--- src/rtl/rsup_pkg.sv ---
package rsup_pkg;
  localparam int RAILS = 4;

  typedef enum logic [1:0] {
    SEL_NEG_BOTH = 2'b00,
    SEL_SPLIT    = 2'b01,
    SEL_POS_BOTH = 2'b10,
    SEL_POS_ALT  = 2'b11
  } pol_sel_e;
endpackage

--- src/rtl/rsup_rail_map.sv ---
module rsup_rail_map
  import rsup_pkg::*;
(
  input  logic [RAILS-1:0] hi_below_i,
  input  logic [RAILS-1:0] lo_above_i,
  input  logic [1:0]       pol_sel_i,
  output logic             uv_any_o,
  output logic             ov_any_o
);
  logic [RAILS-1:0] neg;
  logic [RAILS-1:0] uv_vec, ov_vec;

  always_comb begin
    neg = '0;
    case (pol_sel_e'(pol_sel_i))
      SEL_NEG_BOTH: begin neg[2] = 1'b1; neg[3] = 1'b1; end
      SEL_SPLIT:    neg[3] = 1'b1;
      default:      neg = '0;
    endcase
  end

  for (genvar r = 0; r < RAILS; r++) begin : g_rail
    // negative rails swap the role of the two taps
    assign uv_vec[r] = neg[r] ? lo_above_i[r] : hi_below_i[r];
    assign ov_vec[r] = neg[r] ? hi_below_i[r] : lo_above_i[r];
  end

  assign uv_any_o = |uv_vec;
  assign ov_any_o = |ov_vec;
endmodule

--- src/rtl/rsup_hold_timer.sv ---
module rsup_hold_timer #(
  parameter int CNT_W    = 16,
  parameter bit RST_BUSY = 1'b0
) (
  input  logic             clk_i,
  input  logic             rst_ni,
  input  logic             fault_i,
  input  logic             kill_i,
  input  logic             bypass_i,
  input  logic [CNT_W-1:0] limit_i,
  output logic             busy_o
);
  logic             busy_q;
  logic [CNT_W-1:0] cnt_q;

  always_ff @(posedge clk_i or negedge rst_ni) begin
    if (!rst_ni) begin
      busy_q <= RST_BUSY;
      cnt_q  <= '0;
    end else if (kill_i) begin
      busy_q <= 1'b0;
      cnt_q  <= '0;
    end else if (fault_i) begin
      busy_q <= 1'b1;
      cnt_q  <= '0;
    end else if (busy_q) begin
      if (bypass_i || cnt_q >= limit_i) busy_q <= 1'b0;
      else                              cnt_q  <= cnt_q + 1'b1;
    end
  end

  assign busy_o = busy_q;
endmodule

--- src/rtl/rsup_ov_stage.sv ---
module rsup_ov_stage #(
  parameter bit OV_LATCH = 1'b1
) (
  input  logic clk_i,
  input  logic rst_ni,
  input  logic mode_ctl_i,
  input  logic lockout_i,
  input  logic ov_busy_i,
  output logic latched_o,
  output logic dis_o
);
  if (OV_LATCH) begin : g_latch
    logic latch_q;
    // control low captures an active OV; control high or lockout clears
    always_ff @(posedge clk_i or negedge rst_ni) begin
      if (!rst_ni) latch_q <= 1'b0;
      else         latch_q <= !mode_ctl_i && !lockout_i && (latch_q || ov_busy_i);
    end
    assign latched_o = latch_q;
    assign dis_o     = 1'b0;
  end else begin : g_dis
    logic dis_q;
    always_ff @(posedge clk_i or negedge rst_ni) begin
      if (!rst_ni) dis_q <= 1'b0;
      else         dis_q <= mode_ctl_i;
    end
    assign latched_o = 1'b0;
    assign dis_o     = dis_q;
  end
endmodule

--- src/rtl/rail_supervisor_ctrl.sv ---
module rail_supervisor_ctrl
  import rsup_pkg::*;
#(
  parameter bit OV_LATCH = 1'b1,
  parameter int TMR_W    = 16
) (
  input  logic             clk_i,
  input  logic             rst_ni,
  input  logic [RAILS-1:0] hi_below_i,
  input  logic [RAILS-1:0] lo_above_i,
  input  logic [1:0]       pol_sel_i,
  input  logic [TMR_W-1:0] tmr_limit_i,
  input  logic             tmr_bypass_i,
  input  logic             mode_ctl_i,
  input  logic             lockout_i,
  output logic             uv_n_o,
  output logic             ov_n_o
);
  logic uv_any, ov_any;
  logic uv_busy, ov_busy;
  logic ov_latched, dis_q;
  logic lock_q;

  rsup_rail_map u_map (
    .hi_below_i (hi_below_i),
    .lo_above_i (lo_above_i),
    .pol_sel_i  (pol_sel_i),
    .uv_any_o   (uv_any),
    .ov_any_o   (ov_any)
  );

  rsup_hold_timer #(.CNT_W(TMR_W), .RST_BUSY(1'b1)) u_uv_tmr (
    .clk_i    (clk_i),
    .rst_ni   (rst_ni),
    .fault_i  (uv_any || lockout_i),
    .kill_i   (1'b0),
    .bypass_i (tmr_bypass_i),
    .limit_i  (tmr_limit_i),
    .busy_o   (uv_busy)
  );

  rsup_hold_timer #(.CNT_W(TMR_W), .RST_BUSY(1'b0)) u_ov_tmr (
    .clk_i    (clk_i),
    .rst_ni   (rst_ni),
    .fault_i  (ov_any),
    .kill_i   (lockout_i),
    .bypass_i (tmr_bypass_i),
    .limit_i  (tmr_limit_i),
    .busy_o   (ov_busy)
  );

  rsup_ov_stage #(.OV_LATCH(OV_LATCH)) u_ov_stage (
    .clk_i      (clk_i),
    .rst_ni     (rst_ni),
    .mode_ctl_i (mode_ctl_i),
    .lockout_i  (lockout_i),
    .ov_busy_i  (ov_busy),
    .latched_o  (ov_latched),
    .dis_o      (dis_q)
  );

  always_ff @(posedge clk_i or negedge rst_ni) begin
    if (!rst_ni) lock_q <= 1'b0;
    else         lock_q <= lockout_i;
  end

  // override masks rail faults but lets lockout through without hold
  assign uv_n_o = !(dis_q ? lock_q : uv_busy);
  assign ov_n_o = !(!lock_q && !dis_q && (ov_busy || ov_latched));
endmodule

--- config.mk ---
export PLATFORM = sky130hd
export DESIGN_NAME = rail_supervisor_ctrl
export DESIGN_NICKNAME = d
export VERILOG_FILES = /design/src/rtl/rsup_pkg.sv /design/src/rtl/rsup_rail_map.sv /design/src/rtl/rsup_hold_timer.sv /design/src/rtl/rsup_ov_stage.sv /design/src/rtl/rail_supervisor_ctrl.sv
export SDC_FILE = /design/constraint.sdc
export NUM_CORES = 1
export LEC_CHECK = 0
export CELL_PAD_IN_SITES_DETAIL_PLACEMENT = 1
export CELL_PAD_IN_SITES_GLOBAL_PLACEMENT = 1
export CORE_MARGIN = 2
export CORE_UTILIZATION = 46
export DETAILED_ROUTE_END_ITERATION = 6
export PLACE_DENSITY = 0.95
export SLEW_MARGIN = 20
export SYNTH_ARGS = -nofsm -noshare
export SYNTH_HDL_FRONTEND = slang
export SYNTH_SLANG_ARGS = --single-unit
--- constraint.sdc ---
create_clock -name clk_i -period 4.3 [get_ports clk_i]
set_input_delay 1.075 -clock clk_i [delete_from_list [all_inputs] [get_ports clk_i]]
set_output_delay 1.075 -clock clk_i [all_outputs]
set_load 0.02 [all_outputs]
==> load_flow_metrics.sql <==
INSERT INTO impl_metrics (metric_group, metric, value, unit) VALUES
('global_routing', 'grt_max_degree', '37', ''),
('timing', 'grt_setup_unrepaired', 'no', ''),
('critical_path', 'timing.critical_path.max_delay_family', 'compound AO/OA/AOI/OAI gates', ''),
('synthesis', 'synth_area', '2597', 'sq um'),
('floorplan', 'die-width', '79.15', 'microns'),
('timing', 'final-setup-viol-count', '0', ''),
('timing', 'layout_worst_path_cycle_share', '88.22', '%'),
('critical_path', 'worstPathCellList', 'clkdlybuf4s50_1 > inv_1 > ha_1 > a21o_1 > a21o_1 > a2111oi_4 > nand3_1 > buf_4 > or3_1 > a21oi_1', ''),
('cts', 'worstSkewPairLatency', '0.30', 'ns'),
('critical_path', 'critical_path.max_fanout', '17', ''),
('critical_path', 'timing_worst_setup_path_type', 'input pin to flip-flop', ''),
('pwr', 'seq_power_share', '49.7', '%'),
('pwr', 'total_leakage_power', '1.358', 'nW'),
('run_status', 'run_status', 'finished, final reports clean', ''),
('floorplan', 'fp-row-count', '27', ''),
('cts', 'htreeDepth', '2', ''),
('timing', 'tightest_slew', '0.7011', 'ns'),
('cts', 'post_cts_buffers', '0', ''),
('worst_hold_path', 'hold_class', 'flip-flop to flip-flop', ''),
('timing', 'timing.max_slew.rel_slack', '53.13', '%'),
('pwr', 'p_comb_share', '12.9', '%'),
('critical_path', 'critPathRequiredTime', '4.50', 'ns'),
('timing', 'final_sum_of_negative_setup_slack', '0', 'ns'),
('detailed_routing', 'detail_route.iter0.violations', '53', ''),
('synthesis', 'synth_seq_cells', '36', ''),
('synthesis', 'asyncSetResetFlopFracSynth', '100.0', '%'),
('pwr', 'vdd_ir_drop_max', '0.1361', 'mV'),
('critical_path', 'kind_of_end_point_of_the_critical_path', 'flip-flop', ''),
('flow_run', 'cap_viol_max_count', '0', ''),
('critical_path', 'worst_setup_path_start_kind', 'input pin', ''),
('critical_path', 'critPathBufInv', '3', ''),
('cts', 'cts_buf_count', '5', ''),
('timing', 'drv_slew', '0', ''),
('floorplan', 'fp.coreArea', '5473', 'sq um'),
('pwr', 'share_clk_of_total_power', '37.4', '%'),
('cts', 'cts.sinks', '36', ''),
('finish', 'finish.net_count', '394', ''),
('floorplan', 'boundaryPins', '33', ''),
('cts', 'cts-root-buf', 'sky130_fd_sc_hd__clkbuf_8', ''),
('detailed_routing', 'ant_nets', '0', ''),
('synthesis', 'yosys_warnings', '0', ''),
('finish', 'flow.area_growth_from_synthesis', '18.88', '%'),
('detailed_routing', 'finalWirelength', '7012', 'microns'),
('timing', 'fin_skew', '0.001586', 'ns'),
('pwr', 'p_int', '0.0005149', 'W'),
('floorplan', 'die_height', '79.15', 'microns'),
('pwr', 'pwr_density_cell', '222.2', 'nW/um^2'),
('critical_path', 'worst-endpoint-arrival', '4.00', 'ns'),
('global_routing', 'grt_antenna_before_repair', '0', ''),
('finish', 'fill_cell_instance_count_of_the_final_layout', '650', ''),
('detailed_routing', 'routed_via_density', '5.933', ''),
('global_routing', 'grt_overflow', '0', ''),
('critical_path', 'reg2reg_depth', '8', ''),
('critical_path', 'crit_path_top_delay_cell', 'sky130_fd_sc_hd__clkdlybuf4s50_1', ''),
('timing', 'fmax', '0.2636', 'GHz'),
('synthesis', 'synth_nets', '361', ''),
('cts', 'clock_path_buffers', '2', ''),
('floorplan', 'design.die.area', '6264', 'sq um'),
('placed_design', 'port_buffers', '32', ''),
('global_routing', 'gr-usage-all-layers', '24.45', '%'),
('cts', 'cts_tree', 'yes', ''),
('synthesis', 'post_synth.cell_area_avg', '8.775', 'sq um'),
('critical_path', 'slowest_delay', '0.47', 'ns'),
('detailed_routing', 'detailroute.via_count', '2385', ''),
('global_routing', 'grt_first_pass_wirelength', '11960', 'microns'),
('placed_design', 'dp.final_hpwl', '5471', 'microns'),
('finish', 'final_layout_size_suffix_gt1_share', '4.242', '%'),
('cts', 'ctsHoldBuffers', '0', ''),
('synthesis', 'post_synth_inst_count', '296', ''),
('timing', 'timing.final.crit_period', '3.794', 'ns'),
('cts', 'worst_setup_hold_path_clk_slew', '0.07', 'ns');
==> final timing paths <==
check,start,end,slack (ns)
min in group asynchronous,rst_ni,u_uv_tmr.cnt_q[6],1.20
max reg2reg,u_uv_tmr.cnt_q[13],u_uv_tmr.cnt_q[4],1.38
min reg2reg,u_ov_stage.latched_o,u_ov_stage.latched_o,0.57
max in group asynchronous,rst_ni,u_uv_tmr.busy_o,2.75
max,tmr_limit_i[13],u_uv_tmr.cnt_q[4],0.51
min,u_ov_stage.latched_o,u_ov_stage.latched_o,0.57
==> registers in the layout, summed over array words and instances (netlist names) <==
name and flops:
u_ov_tmr.cnt_q 16, u_ov_tmr.busy_o 1, u_uv_tmr.busy_o 1, u_ov_stage.latched_o 1, lock_q 1, u_uv_tmr.cnt_q 16
==> cell type report <==
type | count | area (sq um) | share of cell area, %
multi-input combinational | 225 | 1562 | 50.57
sequential | 36 | 902.1 | 29.21
timing repair buffer | 36 | 350.3 | 11.35
inverter | 25 | 93.84 | 3.039
clock buffer | 8 | 90.09 | 2.917
tap | 72 | 90.09 | 2.917
==> Yosys cell counts, types with 3 or more instances <==
cell type                  count  area (sq um)
sky130_fd_sc_hd__dfrtp_1      35         875.8
sky130_fd_sc_hd__clkbuf_1      7         26.28
sky130_fd_sc_hd__nand3_1      16         80.08
sky130_fd_sc_hd__nand2b_1      3         18.77
sky130_fd_sc_hd__o31ai_1      10         75.07
sky130_fd_sc_hd__a21oi_1      33         165.2
sky130_fd_sc_hd__or4_1        11         82.58
sky130_fd_sc_hd__o31a_1        4         35.03
sky130_fd_sc_hd__mux2i_1       4         40.04
sky130_fd_sc_hd__nand2_1      21         78.83
sky130_fd_sc_hd__nand4_1       5         31.28
sky130_fd_sc_hd__o21a_1        5         37.54
sky130_fd_sc_hd__and3_1        5         31.28
sky130_fd_sc_hd__nor4_1        4         25.02
sky130_fd_sc_hd__or3_1        13         81.33
sky130_fd_sc_hd__nor3_1        5         25.02
sky130_fd_sc_hd__ha_1         34         425.4
sky130_fd_sc_hd__inv_1        25         93.84
sky130_fd_sc_hd__o21ai_0      18         90.09
sky130_fd_sc_hd__nor2_1       14         52.55
sky130_fd_sc_hd__and4_1        3         26.28
==> placed cells by master, fill, tap and decap left out, types with 2 or more instances in the layout <==
cell type                         instances
sky130_fd_sc_hd__mux2i_1                  4
sky130_fd_sc_hd__a21o_1                   2
sky130_fd_sc_hd__nand4_1                  5
sky130_fd_sc_hd__clkdlybuf4s50_1         32
sky130_fd_sc_hd__nand3_1                 16
sky130_fd_sc_hd__clkbuf_1                 2
sky130_fd_sc_hd__ha_1                    34
sky130_fd_sc_hd__xnor2_1                  2
sky130_fd_sc_hd__nor4_1                   4
sky130_fd_sc_hd__or3_1                   13
sky130_fd_sc_hd__nor3_1                   5
sky130_fd_sc_hd__nor2_1                  14
sky130_fd_sc_hd__o211ai_1                 2
sky130_fd_sc_hd__dfrtp_1                 35
sky130_fd_sc_hd__a21oi_1                 33
sky130_fd_sc_hd__and3_1                   5
sky130_fd_sc_hd__clkbuf_8                 6
sky130_fd_sc_hd__o31a_1                   4
sky130_fd_sc_hd__or4_1                   11
sky130_fd_sc_hd__inv_1                   25
sky130_fd_sc_hd__xor2_1                   2
sky130_fd_sc_hd__nand2_1                 21
sky130_fd_sc_hd__o31ai_1                 10
sky130_fd_sc_hd__buf_4                    4
sky130_fd_sc_hd__nand2b_1                 3
sky130_fd_sc_hd__o21a_1                   5
sky130_fd_sc_hd__o21ai_0                 18
sky130_fd_sc_hd__and4_1                   3
==> cells by family after synthesis <==
family          share of synthesized area, %
simple gates                           21.29
mux                                    1.541
fa+ha+maj                              16.38
flops                                  34.73
compound gates                         19.56
xor+xnor                               1.349
buf+inv                                5.154
==> stage by stage <==
| step | utilization, % | hold slack [ns] | std cells | cell area (sq um) | setup slack [ns] |
|---|---|---|---|---|---|
| 4_1_cts | 56.42 | 0.5680 | 402 | 3088 | 0.5053 |
| 2_1_floorplan | - | 0.4960 | 296 | 2597 | 1.196 |
| 3_5_place_dp | 54.78 | 0.5582 | 394 | 2998 | 0.2004 |
| 6_report | 56.42 | 0.5654 | 402 | 3088 | 0.5064 |
| 3_3_place_gp | 54.78 | 0.5141 | 394 | 2998 | 0.3481 |
| 5_1_grt | 56.42 | 0.5950 | 402 | 3088 | 0.2981 |
==> power groups by stage <==
stage,sequential (W),clock (W),combinational (W)
after floorplan,0.000348,0,0.0000371
after global placement,0.000348,0,0.0000845
after detailed placement,0.000348,0,0.0000897
after CTS,0.000341,0.000258,0.0000901
after global routing,0.000341,0.000269,0.0000986
final,0.000341,0.000256,0.0000886
==> routing by layer <==
metal / vias up / global-route usage, % / routed length, microns / part of all wire, %
li1: 1162 / - / - / -
met1: 1183 / 29.13 / 2985 / 43
met2: 24 / 44.15 / 3718 / 53
met3: 16 / 3.523 / 126 / 1.8
met4: 0 / 9.483 / 181 / 2.6
met5: - / 0 / 0 / 0
==> tightest hold or removal path, stage by stage (launching register included) <==
cell and delay (ns):
sky130_fd_sc_hd__dfrtp_1 0.33, sky130_fd_sc_hd__nor2_1 0.04, sky130_fd_sc_hd__nor3_1 0.14
Note: power is estimated with default switching activity, not from simulation.
